==> src/rtl/led_pkg.sv <==
package led_pkg;
  localparam int EN_W = 8;
  localparam int B_STR = 0;
  localparam int B_TX  = 1;
  localparam int B_RX  = 2;
  localparam int B_MAT = 3;
  localparam int B_COL = 4;
  localparam int B_JAB = 5;
  localparam int B_LNK = 6;
  localparam int B_POL = 7;
  localparam logic [EN_W-1:0] EN_RESET = 8'h03;
  localparam int NSRC = 7;

  typedef struct packed {
    logic pol;
    logic lnk;
    logic jab;
    logic col;
    logic mat;
    logic rx;
    logic tx;
    logic str;
  } led_en_t;
endpackage

==> src/rtl/led_cfg_reg.sv <==
module led_cfg_reg
  import led_pkg::*;
(
  input  logic            clk,
  input  logic            hrst_n,
  input  logic            we,
  input  logic [EN_W-1:0] wdata,
  output led_en_t         en
);
  led_en_t en_q;

  always_ff @(posedge clk or negedge hrst_n) begin
    if (!hrst_n)  en_q <= led_en_t'(EN_RESET);
    else if (we)  en_q <= led_en_t'(wdata);
  end

  assign en = en_q;
endmodule

==> src/rtl/led_sqe_blank.sv <==
module led_sqe_blank #(
  parameter int WIN_CYC = 500
) (
  input  logic clk,
  input  logic hrst_n,
  input  logic tx_active,
  output logic blank
);
  localparam int CW = $clog2(WIN_CYC + 1);
  localparam logic [CW-1:0] WIN_V = CW'(WIN_CYC);

  logic          tx_q;
  logic [CW-1:0] win_q;
  logic          tx_fall;

  assign tx_fall = tx_q & ~tx_active;

  always_ff @(posedge clk or negedge hrst_n) begin
    if (!hrst_n) begin
      tx_q  <= 1'b0;
      win_q <= '0;
    end else begin
      tx_q <= tx_active;
      if (tx_fall)            win_q <= WIN_V;
      else if (win_q != '0)   win_q <= win_q - 1'b1;
    end
  end

  assign blank = tx_fall | (win_q != '0);
endmodule

==> src/rtl/led_src_or.sv <==
module led_src_or #(
  parameter int NSRC = 7
) (
  input  logic [NSRC-1:0] hit,
  input  logic [NSRC-1:0] mask,
  output logic            raw
);
  logic [NSRC-1:0] gated;

  for (genvar i = 0; i < NSRC; i++) begin : g_gate
    assign gated[i] = hit[i] & mask[i];
  end

  assign raw = |gated;
endmodule

==> src/rtl/led_stretch.sv <==
module led_stretch #(
  parameter int HOLD_CYC = 32
) (
  input  logic clk,
  input  logic hrst_n,
  input  logic clr,
  input  logic stretch_en,
  input  logic raw,
  output logic led
);
  localparam int CW = $clog2(HOLD_CYC + 1);
  localparam logic [CW-1:0] HOLD_V = CW'(HOLD_CYC);

  logic          raw_q;
  logic [CW-1:0] cnt_q;

  always_ff @(posedge clk or negedge hrst_n) begin
    if (!hrst_n) begin
      raw_q <= 1'b0;
      cnt_q <= '0;
    end else begin
      raw_q <= raw;
      if (clr)                 cnt_q <= '0;
      else if (raw && !raw_q)  cnt_q <= HOLD_V;
      else if (cnt_q != '0)    cnt_q <= cnt_q - 1'b1;
    end
  end

  assign led = stretch_en ? (raw | (cnt_q != '0)) : raw;
endmodule

==> src/rtl/led_status_drv.sv <==
module led_status_drv
  import led_pkg::*;
#(
  parameter int CLK_MHZ     = 125,
  parameter int SQE_US      = 4,
  parameter int STRETCH_CYC = 32
) (
  input  logic       clk,
  input  logic       hrst_n,
  input  logic       srst,
  input  logic       stop_cmd,
  input  logic       cfg_we,
  input  logic [7:0] cfg_wdata,
  output logic [8:0] cfg_rdata,
  input  logic       tx_active,
  input  logic       rx_active,
  input  logic       rx_match,
  input  logic       col_in,
  input  logic       jabber,
  input  logic       link_pass,
  input  logic       full_duplex,
  input  logic       pol_rev,
  output logic       led_out,
  output logic       led_n
);
  localparam int SQE_CYC = CLK_MHZ * SQE_US;

  led_en_t         en;
  logic            blank;
  logic [NSRC-1:0] hit;
  logic [NSRC-1:0] mask;
  logic            raw;

  led_cfg_reg u_cfg (
    .clk    (clk),
    .hrst_n (hrst_n),
    .we     (cfg_we),
    .wdata  (cfg_wdata),
    .en     (en)
  );

  led_sqe_blank #(.WIN_CYC(SQE_CYC)) u_sqe (
    .clk       (clk),
    .hrst_n    (hrst_n),
    .tx_active (tx_active),
    .blank     (blank)
  );

  // qualified source conditions, one per enable bit except the stretch bit
  assign hit  = { link_pass & ~pol_rev,
                  link_pass & ~full_duplex,
                  jabber,
                  col_in & ~blank,
                  rx_active & rx_match,
                  rx_active,
                  tx_active };
  assign mask = { en.pol, en.lnk, en.jab, en.col, en.mat, en.rx, en.tx };

  led_src_or #(.NSRC(NSRC)) u_or (
    .hit  (hit),
    .mask (mask),
    .raw  (raw)
  );

  led_stretch #(.HOLD_CYC(STRETCH_CYC)) u_str (
    .clk        (clk),
    .hrst_n     (hrst_n),
    .clr        (srst | stop_cmd),
    .stretch_en (en.str),
    .raw        (raw),
    .led        (led_out)
  );

  assign led_n     = ~led_out;
  assign cfg_rdata = {raw, en};
endmodule

==> config.mk <==
export PLATFORM = sky130hd
export DESIGN_NAME = led_status_drv
export DESIGN_NICKNAME = d
export VERILOG_FILES = /design/src/rtl/led_pkg.sv /design/src/rtl/led_cfg_reg.sv /design/src/rtl/led_sqe_blank.sv /design/src/rtl/led_src_or.sv /design/src/rtl/led_stretch.sv /design/src/rtl/led_status_drv.sv
export SDC_FILE = /design/constraint.sdc
export NUM_CORES = 1
export LEC_CHECK = 0
export ABC_AREA = 1
export BUFFER_PORTS_ARGS = -buffer_cell sky130_fd_sc_hd__buf_2
export CAP_MARGIN = 10
export CORE_MARGIN = 2
export CORE_UTILIZATION = 29
export DETAILED_ROUTE_END_ITERATION = 8
export PLACE_DENSITY = 0.53
export SETUP_SLACK_MARGIN = 0.05
export SYNTH_ARGS = -nofsm -noshare
export SYNTH_HDL_FRONTEND = slang
export SYNTH_SLANG_ARGS = --single-unit
export TNS_END_PERCENT = 5
==> constraint.sdc <==
create_clock -name clk -period 1.63 [get_ports clk]
set_clock_uncertainty 0.2 [all_clocks]
set_input_delay 0.0815 -clock clk [delete_from_list [all_inputs] [get_ports clk]]
set_output_delay 0.0815 -clock clk [all_outputs]
set_load 0.05 [all_outputs]
# After elaboration in Yosys (flattened, before gate mapping)
# Cells that the tools add are included.
# totals
out_inout_bits	11
ff_bits	25
# classes
addsub	2
n_reduce_logical	7
bitwise_logic	20
mux	6
# op_table
op	n
2-to-1 mux 6 bit	3
2-to-1 mux 9 bit	2
AND 1 bit	12
nonzero test 9 bit	1
subtractor 9 x 1 -> 9 bit, second input constant	1
OR reduction 7 bit	1
nonzero test 6 bit	1
subtractor 6 x 1 -> 6 bit, second input constant	1
NOT 1 bit	5
bitwise OR 1 bit	3
nonzero test 3 bit	1
nonzero test 2 bit	1
logical AND 1 bit	1
zero test 1 bit	1
2-to-1 mux 1 bit	1

# Longest topological paths before layout
# Gate-level depths: netlist (run 1).
# logic_depth
depth_word	10
depth_mapped	10
mapped_depth_nobuf	10

# Cells and area by module
# Synthesis (run 1) repeated with hierarchy kept, for this count alone.
# unflattened
cells_unflattened	184
area_unflattened_um2	1381.3
# by_module_without_submodules
module	cells_each	seq_area_each_um2	instances	area_each_um2
led_sqe_blank	74	250.2	1	565.5
led_stretch	50	175.2	1	406.6
led_cfg_reg	34	202.7	1	307.8
led_src_or	14	0.0	1	52.6
led_status_drv	12	0.0	1	48.8

# Worst setup path before layout (run 1)
# No wires, ideal clock.
# synth_path
kind	register to output
startpoint	register u_str.cnt_q[0]
endpoint	output port led_n
stages_incl_launch_ff	9
t_arrival_ns	1.979
path_slack_ns	-0.631
cell_sequence	dfrtp_1 inv_1 ha_1 inv_1 nor2_1 nand4_1 nand2_1 nand3_1 inv_1
# synth_via
elab_chain_len	4
# synth_lines
item	line	source
start, declared	led_stretch.sv:15	logic [CW-1:0] cnt_q;
start signal, assigned	led_stretch.sv:25	else if (cnt_q != '0) cnt_q <= cnt_q - 1'b1;
nonzero test 6 bit	led_stretch.sv:29	assign led = stretch_en ? (raw | (cnt_q != '0)) : raw;
bitwise OR 1 bit	led_stretch.sv:29	
2-to-1 mux 1 bit	led_stretch.sv:29	
via led_out	led_status_drv.sv:23	output logic led_out,
NOT 1 bit	led_status_drv.sv:74	assign led_n = ~led_out;
end, declared	led_status_drv.sv:24	output logic led_n
# The timed path passes the listed nets, and every way through them passes these cells.

# Worst setup path after layout (run 1)
# layout_path
startpoint	register u_str.cnt_q[0]
endpoint	output port led_n
# layout_via
elab_chain_len	4
# layout_lines
item	line
nonzero test 6 bit	led_stretch.sv:29
bitwise OR 1 bit	led_stretch.sv:29
2-to-1 mux 1 bit	led_stretch.sv:29
NOT 1 bit	led_status_drv.sv:74
# Every way passes these cells.

==> results of run 1 <==
-- per-layer routing --
layer | vias to the layer above | part of all wire, % | global-route usage [%]
li1 | 641 | - | -
met1 | 540 | 45 | 15.9
met2 | 35 | 47 | 21.9
met3 | 5 | 5.6 | 1.81
met4 | 0 | 2.3 | 6.92
met5 | - | 0 | 0
-- flip-flops by register name, summed over array words and instances (netlist names) --
signal       count
u_cfg.en         8
u_sqe.tx_q       1
u_sqe.win_q      9
u_str.cnt_q      6
u_str.raw_q      1
-- worst min-delay path: stages --
cell	delay, ns
buf_2	0.08
nand2_1	0.04
nand2_1	0.07
nor2_2	0.07
nand2_4	0.09
-- path summary, 6_finish.rpt --
kind	cells after the start	end	start
worst max-delay path	9	led_n	u_str.cnt_q[0]$_DFFE_PN0P_
worst min-delay path	5	u_str.raw_q$_DFF_PN0_	rx_active
worst max register to register	11	u_str.cnt_q[2]$_DFFE_PN0P_	u_str.cnt_q[0]$_DFFE_PN0P_
worst min register to register	1	u_cfg.en[4]$_DFFE_PN0P_	u_cfg.en[4]$_DFFE_PN0P_
max in group asynchronous	2	u_cfg.en[1]$_DFFE_PN1P_	hrst_n
min in group asynchronous	2	u_sqe.win_q[0]$_DFFE_PN0P_	hrst_n
-- cells by family (layout without fill, tap and decap cells) --
family	count (synthesis)	count (layout)	synth area share [%]
buf+inv	30	97	8.90
mux	7	7	5.84
simple gates	77	77	28.8
xor+xnor	3	3	1.95
flops	25	25	46.6
fa+ha+maj	3	3	2.78
compound gates	13	13	5.10
-- layout by cell type (no fill, tap or decap), drive strengths merged --
master,n
buf,52
nand2,32
inv,25
dfrtp,23
nor2,20
dlygate4sd3,14
nand3,12
nand4,8
o21ai,8
mux2,7
a21oi,3
clkbuf,3
ha,3
nor3,3
clkinvlp,2
xor2,2
nand3b,2
dfstp,2
a21boi,1
clkinv,1
xnor2,1
a31oi,1
-- stage by stage --
stage,TNS [ns],area (um^2),total power [uW],hold WS [ns]
6_report,-1.26,2000,2220,-0.0185
5_1_grt,-1.95,2000,2400,-0.00402
4_1_cts,-1.11,1970,2200,-0.0153
3_5_place_dp,-0.549,1680,1660,-0.0898
3_3_place_gp,-0.329,1680,1660,-0.0849
2_1_floorplan,-0.380,1370,1380,-0.414
-- final cells by class --
class                      instances  area (um^2)  share of cell area (%)
clock buffer                       3         41.3                    2.07
clock inverter                     1         7.51                   0.375
inverter                          27          105                    5.26
multi-input combinational        103          671                    33.5
sequential                        25          628                    31.4
tap                               52         65.1                    3.25
timing repair buffer              66          482                    24.1
-- power by group --
group / switching (uW) / leakage (uW) / internal (uW) / total, uW
Clock: 217 / 0.0000217 / 174 / 391
Sequential: 84.6 / 0.000289 / 727 / 811
Combinational: 552 / 0.000663 / 471 / 1020
-- what timing repair did --
action	CTS	global route
setup endpoints to repair	9	16
pin swaps	8	8
resized for setup	17	9
endpoints found under the hold margin	41	1
setup buffers	4	2
gates cloned	0	0
==> flow_summary.yaml, run 1 <==
detailed_routing:
  drtAntennaViolNets: 0
  drt_iter0_drc: 21
  wl_um: 3080
  drc: 0
  first_pass_iters: 4
  vias_per_cell: 4.41
  vias: 1221
  routedWlPerCell_um: 11.1
timing:
  slew_viol_final: 0
  fin_crit_ns: 1.83
  holdWs_ns: -0.0185
  fmax_mhz: 546
  tightest_slew_ns: 0.552
  finalSetupViolations: 9
  worst_slack_ns: -0.200
  rsz0062_at_grt: "yes"
  finalHoldViolCount: 1
  relSlewSlack_pct: 63.2
  finalCritPeriodShare_pct: 112
setup_path:
  path_class: "register to output pin"
  timing.critical_path.max_delay_family: "flip-flops"
  cp_num_buf_inv: 4
  cp_common_cell: "inv_2"
  end_kind: "output pin"
  cp_data_arrival_time_ns: 1.55
  r2r_setup_slack_ns: -0.16
  path_cells: "inv_2 > ha_4 > inv_2 > nor2_4 > nand4_1 > nand2_2 > nand3_4 > clkinvlp_4 > buf_8"
  cp_max_fo: 2
  start_kind: "register"
  crit_required_ns: 1.35
  crit_slowest_cell: "dfrtp_1"
  critical-path-max-stage-delay_ns: 0.39
global_route:
  grt_pass1_wl_um: 5210
  grt_pass1_vias: 1226
  grt-ovfl-total: 0
  grt_max_degree: 26
  gr-usage-all-layers_pct: 12.9
  grt_antenna_before_repair: 0
yosys:
  yosys_warnings: 0
  synth_seq_cells: 25
  ys_async_sr_fraction_pct: 100
  synth-edff-count: 0
  yosys.area.top_type: "dfrtp_1"
  yosysTopAreaCellShare_pct: 42.7
  synth_cell_type_count: 26
  synth_nets: 182
  seq_area_frac_synth_pct: 46.6
  synth_common_cells: "inv_1, nand2_1, dfrtp_1"
  netlist_top_cells_area: "dfrtp_1, inv_1, nand2_1"
  synthCells: 158
  syn_avg_cell_area_um2: 8.54
  synthFlopType: "dfrtp_1"
  synth_area_mm2: 0.00135
cells_and_area:
  area_growth_pct: 48.2
  nFillCells: 437
  final_core_utilization_pct: 45.3
  stdcell_count: 277
  antenna_cells: 0
  drive_gt1_share_pct: 40.0
  finalNetCount: 250
floorplan:
  die_h_um: 72.2
  start_util_pct: 30.6
  die_x_um: 72.2
  rows: 24
  io_pins: 32
  die-area_mm2: 0.00521
  core_area_mm2: 0.00441
clocking:
  clk_pin_slew_ns: 0.09
  cts-root-buf: "clkbuf_8"
  clkLatencyLatePin_ns: 0.28
  cts_buffers: 3
  cts_tree: "done"
  ctsHoldBuffers: 14
  clk_path_buf_depth: 2
  cts_sinks: 25
  htree_levels: 1
power:
  ir_drop_mv: 0.362
  p_per_area_mw_per_mm2: 1110
  p_leak_uw: 0.000973
run:
  maxCapViolCount: 0
placement:
  port_buffers: 31
  place_ws_ns: -0.116
  place_hpwl_um: 2180
  gp_congestion: 0.777
  placed_cells: 253
status:
  status: "finished with violations"
  violations: "negative hold slack, negative setup slack"
min_path:
  hold_path_class: "primary input to register"
Power figures use the tool's default switching activity.
==> inputs of run 2 (changes only) <==
CORE_UTILIZATION = 40   (was 29)
PLACE_DENSITY = 0.68   (was 0.53)
==> flow_summary.yaml, run 2 (synthesized netlist as in run 1, its figures left out) <==
clocking:
  clk_path_buf_depth: 2
  ctsHoldBuffers: 21
  cts_sinks: 25
  htree_levels: 1
  cts_tree: "done"
  cts-root-buf: "clkbuf_4"
  cts_buffers: 3
  clk_pin_slew_ns: 0.13
  clkLatencyLatePin_ns: 0.31
timing:
  relSlewSlack_pct: 62.0
  rsz0062_at_grt: "yes"
  fin_crit_ns: 1.88
  fmax_mhz: 532
  finalCritPeriodShare_pct: 115
  slew_viol_final: 0
  fin_tns_setup_ns: -1.52
  finalHoldViolCount: 1
  worst_slack_ns: -0.249
  finalSetupViolations: 9
  holdWs_ns: -0.0271
  tightest_slew_ns: 0.570
placement:
  port_buffers: 31
  place_ws_ns: -0.115
  gp_congestion: 0.775
  place_hpwl_um: 2000
power:
  finalPower_uw: 2130
  pwr-share-comb_pct: 48.8
  p_switching_uw: 831
  internal-power_uw: 1300
  p_leak_uw: 0.00100
  ir_drop_mv: 0.440
  clkPwrFrac_pct: 12.8
  switching_share_pct: 39.0
  p_seq_share_pct: 38.3
  p_per_area_mw_per_mm2: 1060
floorplan:
  start_util_pct: 41.1
  die-area_mm2: 0.00385
  core_area_mm2: 0.00328
  die_x_um: 62.1
  rows: 21
  io_pins: 32
  die_h_um: 62.1
setup_path:
  crit_required_ns: 1.35
  cp_data_arrival_time_ns: 1.60
  cp_max_fo: 2
  critical-path-max-stage-delay_ns: 0.41
  crit_slowest_cell: "dfrtp_1"
  cp_num_buf_inv: 4
  end_kind: "output pin"
  path_class: "register to output pin"
  start_kind: "register"
  path_cells: "inv_2 > ha_4 > inv_2 > nor2_4 > nand4_1 > nand2_2 > nand3_4 > clkinvlp_4 > buf_8"
  cp_common_cell: "inv_2"
  timing.critical_path.max_delay_family: "flip-flops"
detailed_routing:
  drc: 0
  first_pass_iters: 4
  drtAntennaViolNets: 0
  wl_um: 3230
  drt_iter0_drc: 56
  routedWlPerCell_um: 11.8
  vias_per_cell: 4.72
  vias: 1288
cells_and_area:
  drive_gt1_share_pct: 37.9
  finalNetCount: 252
  nFillCells: 249
  multiInputGateArea_um2: 681
  largest_reg_flops: 9
  mostFrequentLayoutCells: "buf_2, nand2_1, dfrtp_1"
  seqCellArea_um2: 628
  antenna_cells: 0
  area_growth_pct: 49.5
  mostFrequentLayoutCell: "buf_2"
  regMostFlops: "u_sqe.win_q"
status:
  violations: "negative hold slack, negative setup slack"
  status: "finished with violations"
min_path:
  hold_path_class: "primary input to register"
global_route:
  grt-ovfl-total: 0
  grt_pass1_wl_um: 5030
  grt_antenna_before_repair: 0
  gr-usage-all-layers_pct: 17.5
  grt_max_degree: 26
  grt_pass1_vias: 1203
run:
  maxCapViolCount: 0
[run 2: path summary, 6_finish.rpt]
| path | from | end | slack [ns] | cells past startpoint |
|---|---|---|---|---|
| min in group asynchronous | hrst_n | u_cfg.en[6]$_DFFE_PN0P_ | 0.08 | 2 |
| worst min register to register | u_sqe.win_q[5]$_DFFE_PN0P_ | u_sqe.win_q[5]$_DFFE_PN0P_ | 0.37 | 1 |
| worst max-delay path | u_str.cnt_q[0]$_DFFE_PN0P_ | led_n | -0.25 | 9 |
| worst min-delay path | rx_active | u_str.raw_q$_DFF_PN0_ | -0.03 | 5 |
| worst max register to register | u_str.cnt_q[0]$_DFFE_PN0P_ | u_str.cnt_q[5]$_DFFE_PN0P_ | -0.19 | 11 |
| max in group asynchronous | hrst_n | u_sqe.win_q[3]$_DFFE_PN0P_ | 0.77 | 2 |
[run 2: power groups by stage]
stage          clock, uW  sequential [uW]  combinational [uW]
2_1_floorplan          0              873                 505
3_3_place_gp           0              818                 846
3_5_place_dp           0              819                 858
4_1_cts              290              809                 987
5_1_grt              309              828                1160
6_report             274              817                1040
[run 2: area by class of cell]
class | instances | area share, %
inverters | 27 | 5.27
well taps | 46 | 2.85
multi-input cells | 103 | 33.7
flip-flops and latches | 25 | 31.1
clock inverters | 1 | 0.248
repair buffers | 68 | 25.6
clock buffers | 3 | 1.12
[run 2: worst min-delay path: stages]
cell and delay (ns):
buf_2 0.08, nand2_1 0.06, nand2_2 0.08, nor2_4 0.05, nand2_4 0.09
[run 2: per-layer routing]
layer  GRT usage (%)  vias up  routed length (um)
li1                -      642                   -
met1            21.1      607                1470
met2            31.8       37                1600
met3            2.48        2                 136
met4            5.17        0                  19
met5               0        -                   0
[run 2: through the flow]
step | area [um^2] | std cells | hold slack [ns] | util [%]
floorplan | 1370 | 158 | -0.414 | -
global placement | 1670 | 246 | -0.101 | 50.8
detailed placement | 1670 | 246 | -0.0901 | 50.8
CTS | 1970 | 272 | -0.0271 | 60.1
global route | 2020 | 273 | -0.0126 | 61.4
finish | 2020 | 273 | -0.0271 | 61.4
[run 2: timing repair]
action,4_1_cts,5_1_grt
resized for setup,19,10
setup endpoints to repair,12,18
hold endpoints to repair,41,1
buffers inserted,1,1
cloned,0,0
pin swaps,8,6
==> inputs of run 3 (changes only) <==
PLACE_DENSITY = default   (was 0.68)
==> flow_summary.yaml, run 3 (synthesized netlist as in run 1, its figures left out) <==
floorplan:
  die_x_um: 62.1
  die_h_um: 62.1
  rows: 21
  die-area_mm2: 0.00385
  io_pins: 32
  start_util_pct: 41.1
  core_area_mm2: 0.00328
setup_path:
  cp-endpoint: "led_n"
  r2r_end: "u_str.cnt_q[2]$_DFFE_PN0P_"
  reg2reg_from: "u_str.cnt_q[0]$_DFFE_PN0P_"
  crit_slowest_cell: "dfrtp_1"
  path_class: "register to output pin"
  path_cells: "inv_2 > ha_4 > inv_2 > nor2_4 > nand4_1 > nand2_1 > nand3_4 > clkinvlp_4 > buf_8"
  crit_required_ns: 1.35
  r2r_setup_slack_ns: -0.13
  rr_worst_depth: 11
  critical-path-max-stage-delay_ns: 0.42
  startpoint: "u_str.cnt_q[0]$_DFFE_PN0P_"
  cp_max_fo: 3
  cp_common_cell: "inv_2"
  end_kind: "output pin"
  cp_data_arrival_time_ns: 1.59
  start_kind: "register"
status:
  violations: "negative hold slack, negative setup slack"
  status: "finished with violations"
power:
  internal-power_uw: 1320
  ir_drop_mv: 0.591
  p_switching_uw: 821
  pwr-share-comb_pct: 49.0
  finalPower_uw: 2140
  clkPwrFrac_pct: 12.7
  p_leak_uw: 0.000993
  p_per_area_mw_per_mm2: 1060
  switching_share_pct: 38.3
  p_seq_share_pct: 38.3
placement:
  port_buffers: 31
  gp_congestion: 0.804
  place_hpwl_um: 2060
  placed_cell_area_mm2: 0.00165
  place_ws_ns: -0.104
clocking:
  cts_tree: "done"
  cts_buffers: 3
  clk_pin_slew_ns: 0.13
  cts-root-buf: "clkbuf_4"
  ctsHoldBuffers: 21
  htree_levels: 1
  cts_sinks: 25
  clkLatencyLatePin_ns: 0.31
  clk_path_buf_depth: 2
global_route:
  grt_pass1_wl_um: 4640
  grt_antenna_before_repair: 0
  grt_max_degree: 26
  grt-ovfl-total: 0
  grt_pass1_vias: 1106
  gr-usage-all-layers_pct: 16.5
cells_and_area:
  regMostFlops: "u_sqe.win_q"
  design_area_mm2: 0.00203
  antenna_cells: 0
  mostFrequentLayoutCells: "buf_2, nand2_1, dfrtp_1"
  mostFrequentLayoutCell: "buf_2"
  area_growth_pct: 50.3
  finalNetCount: 253
  drive_gt1_share_pct: 37.3
  largest_reg_flops: 9
detailed_routing:
  wl_um: 3070
  drc: 0
  drt_iter0_drc: 53
  first_pass_iters: 4
  routedWlPerCell_um: 11.2
  vias_per_cell: 4.58
  vias: 1254
  wl_met2_um: 1500
  met3WireLength_um: 137
  drt-met1-wl_um: 1410
  drtAntennaViolNets: 0
  highest_layer: "met4"
timing:
  slew_viol_final: 0
  finalHoldViolCount: 1
  tightest_slew_ns: 0.561
  relSlewSlack_pct: 62.6
  fmax_mhz: 533
  holdWs_ns: -0.0312
  finalSetupViolations: 9
  finalCritPeriodShare_pct: 115
  fin_crit_ns: 1.87
  worst_slack_ns: -0.245
  rsz0062_at_grt: "yes"
min_path:
  hold_path_class: "primary input to register"
run:
  maxCapViolCount: 0
[run 3: worst min path at each step]
stage / endpoint / start / slack [ns] / cells past startpoint
2_1_floorplan: u_cfg.en[2]$_DFFE_PN0P_ / hrst_n / -0.41 / 0
3_3_place_gp: u_cfg.en[2]$_DFFE_PN0P_ / hrst_n / -0.1 / 1
3_5_place_dp: u_cfg.en[2]$_DFFE_PN0P_ / hrst_n / -0.09 / 1
4_1_cts: u_str.raw_q$_DFF_PN0_ / rx_active / -0.04 / 5
5_1_grt: u_str.raw_q$_DFF_PN0_ / rx_active / -0.02 / 5
6_report: u_str.raw_q$_DFF_PN0_ / rx_active / -0.03 / 5
[run 3: repair_timing]
item	CTS	global route
endpoints found under the setup margin	11	17
pin swaps	11	7
setup buffers	3	2
hold endpoints to repair	41	1
resized for setup	15	12
[run 3: layer usage]
metal | vias to the layer above | GRT usage (%)
met5 | - | 0
met4 | 0 | 4.56
met3 | 2 | 2.48
met1 | 578 | 19.5
li1 | 648 | -
met2 | 26 | 30.7
[run 3: power groups by stage]
stage / Sequential [uW] / Combinational, uW / Clock [uW]
after floorplan: 873 / 505 / 0
after global placement: 818 / 827 / 0
after detailed placement: 819 / 838 / 0
after CTS: 809 / 989 / 290
after global routing: 838 / 1150 / 320
final: 821 / 1050 / 272
[run 3: cell type report]
type | count | area, um^2
clock buffer | 4 | 26.3
fill | 296 | 1260
tap | 46 | 57.6
sequential | 25 | 629
inverter | 27 | 106
timing repair buffer | 69 | 522
multi-input combinational | 103 | 686
[run 3: worst max-delay path, delay by kind of cell, from the launching register on]
family	cells	cell delay [ns]
fa+ha+maj	1	0.13
simple gates	4	0.39
flops	1	0.42
buf+inv	4	0.34
[run 3: metrics by stage]
stage                     TNS, ns  utilization [%]  instances
after global placement     -0.203             50.4        244
after global routing        -2.34             61.7        274
after detailed placement   -0.480             50.4        244
after CTS                   -1.46             59.7        272
after floorplan            -0.380                -        158
final                       -1.19             61.7        274
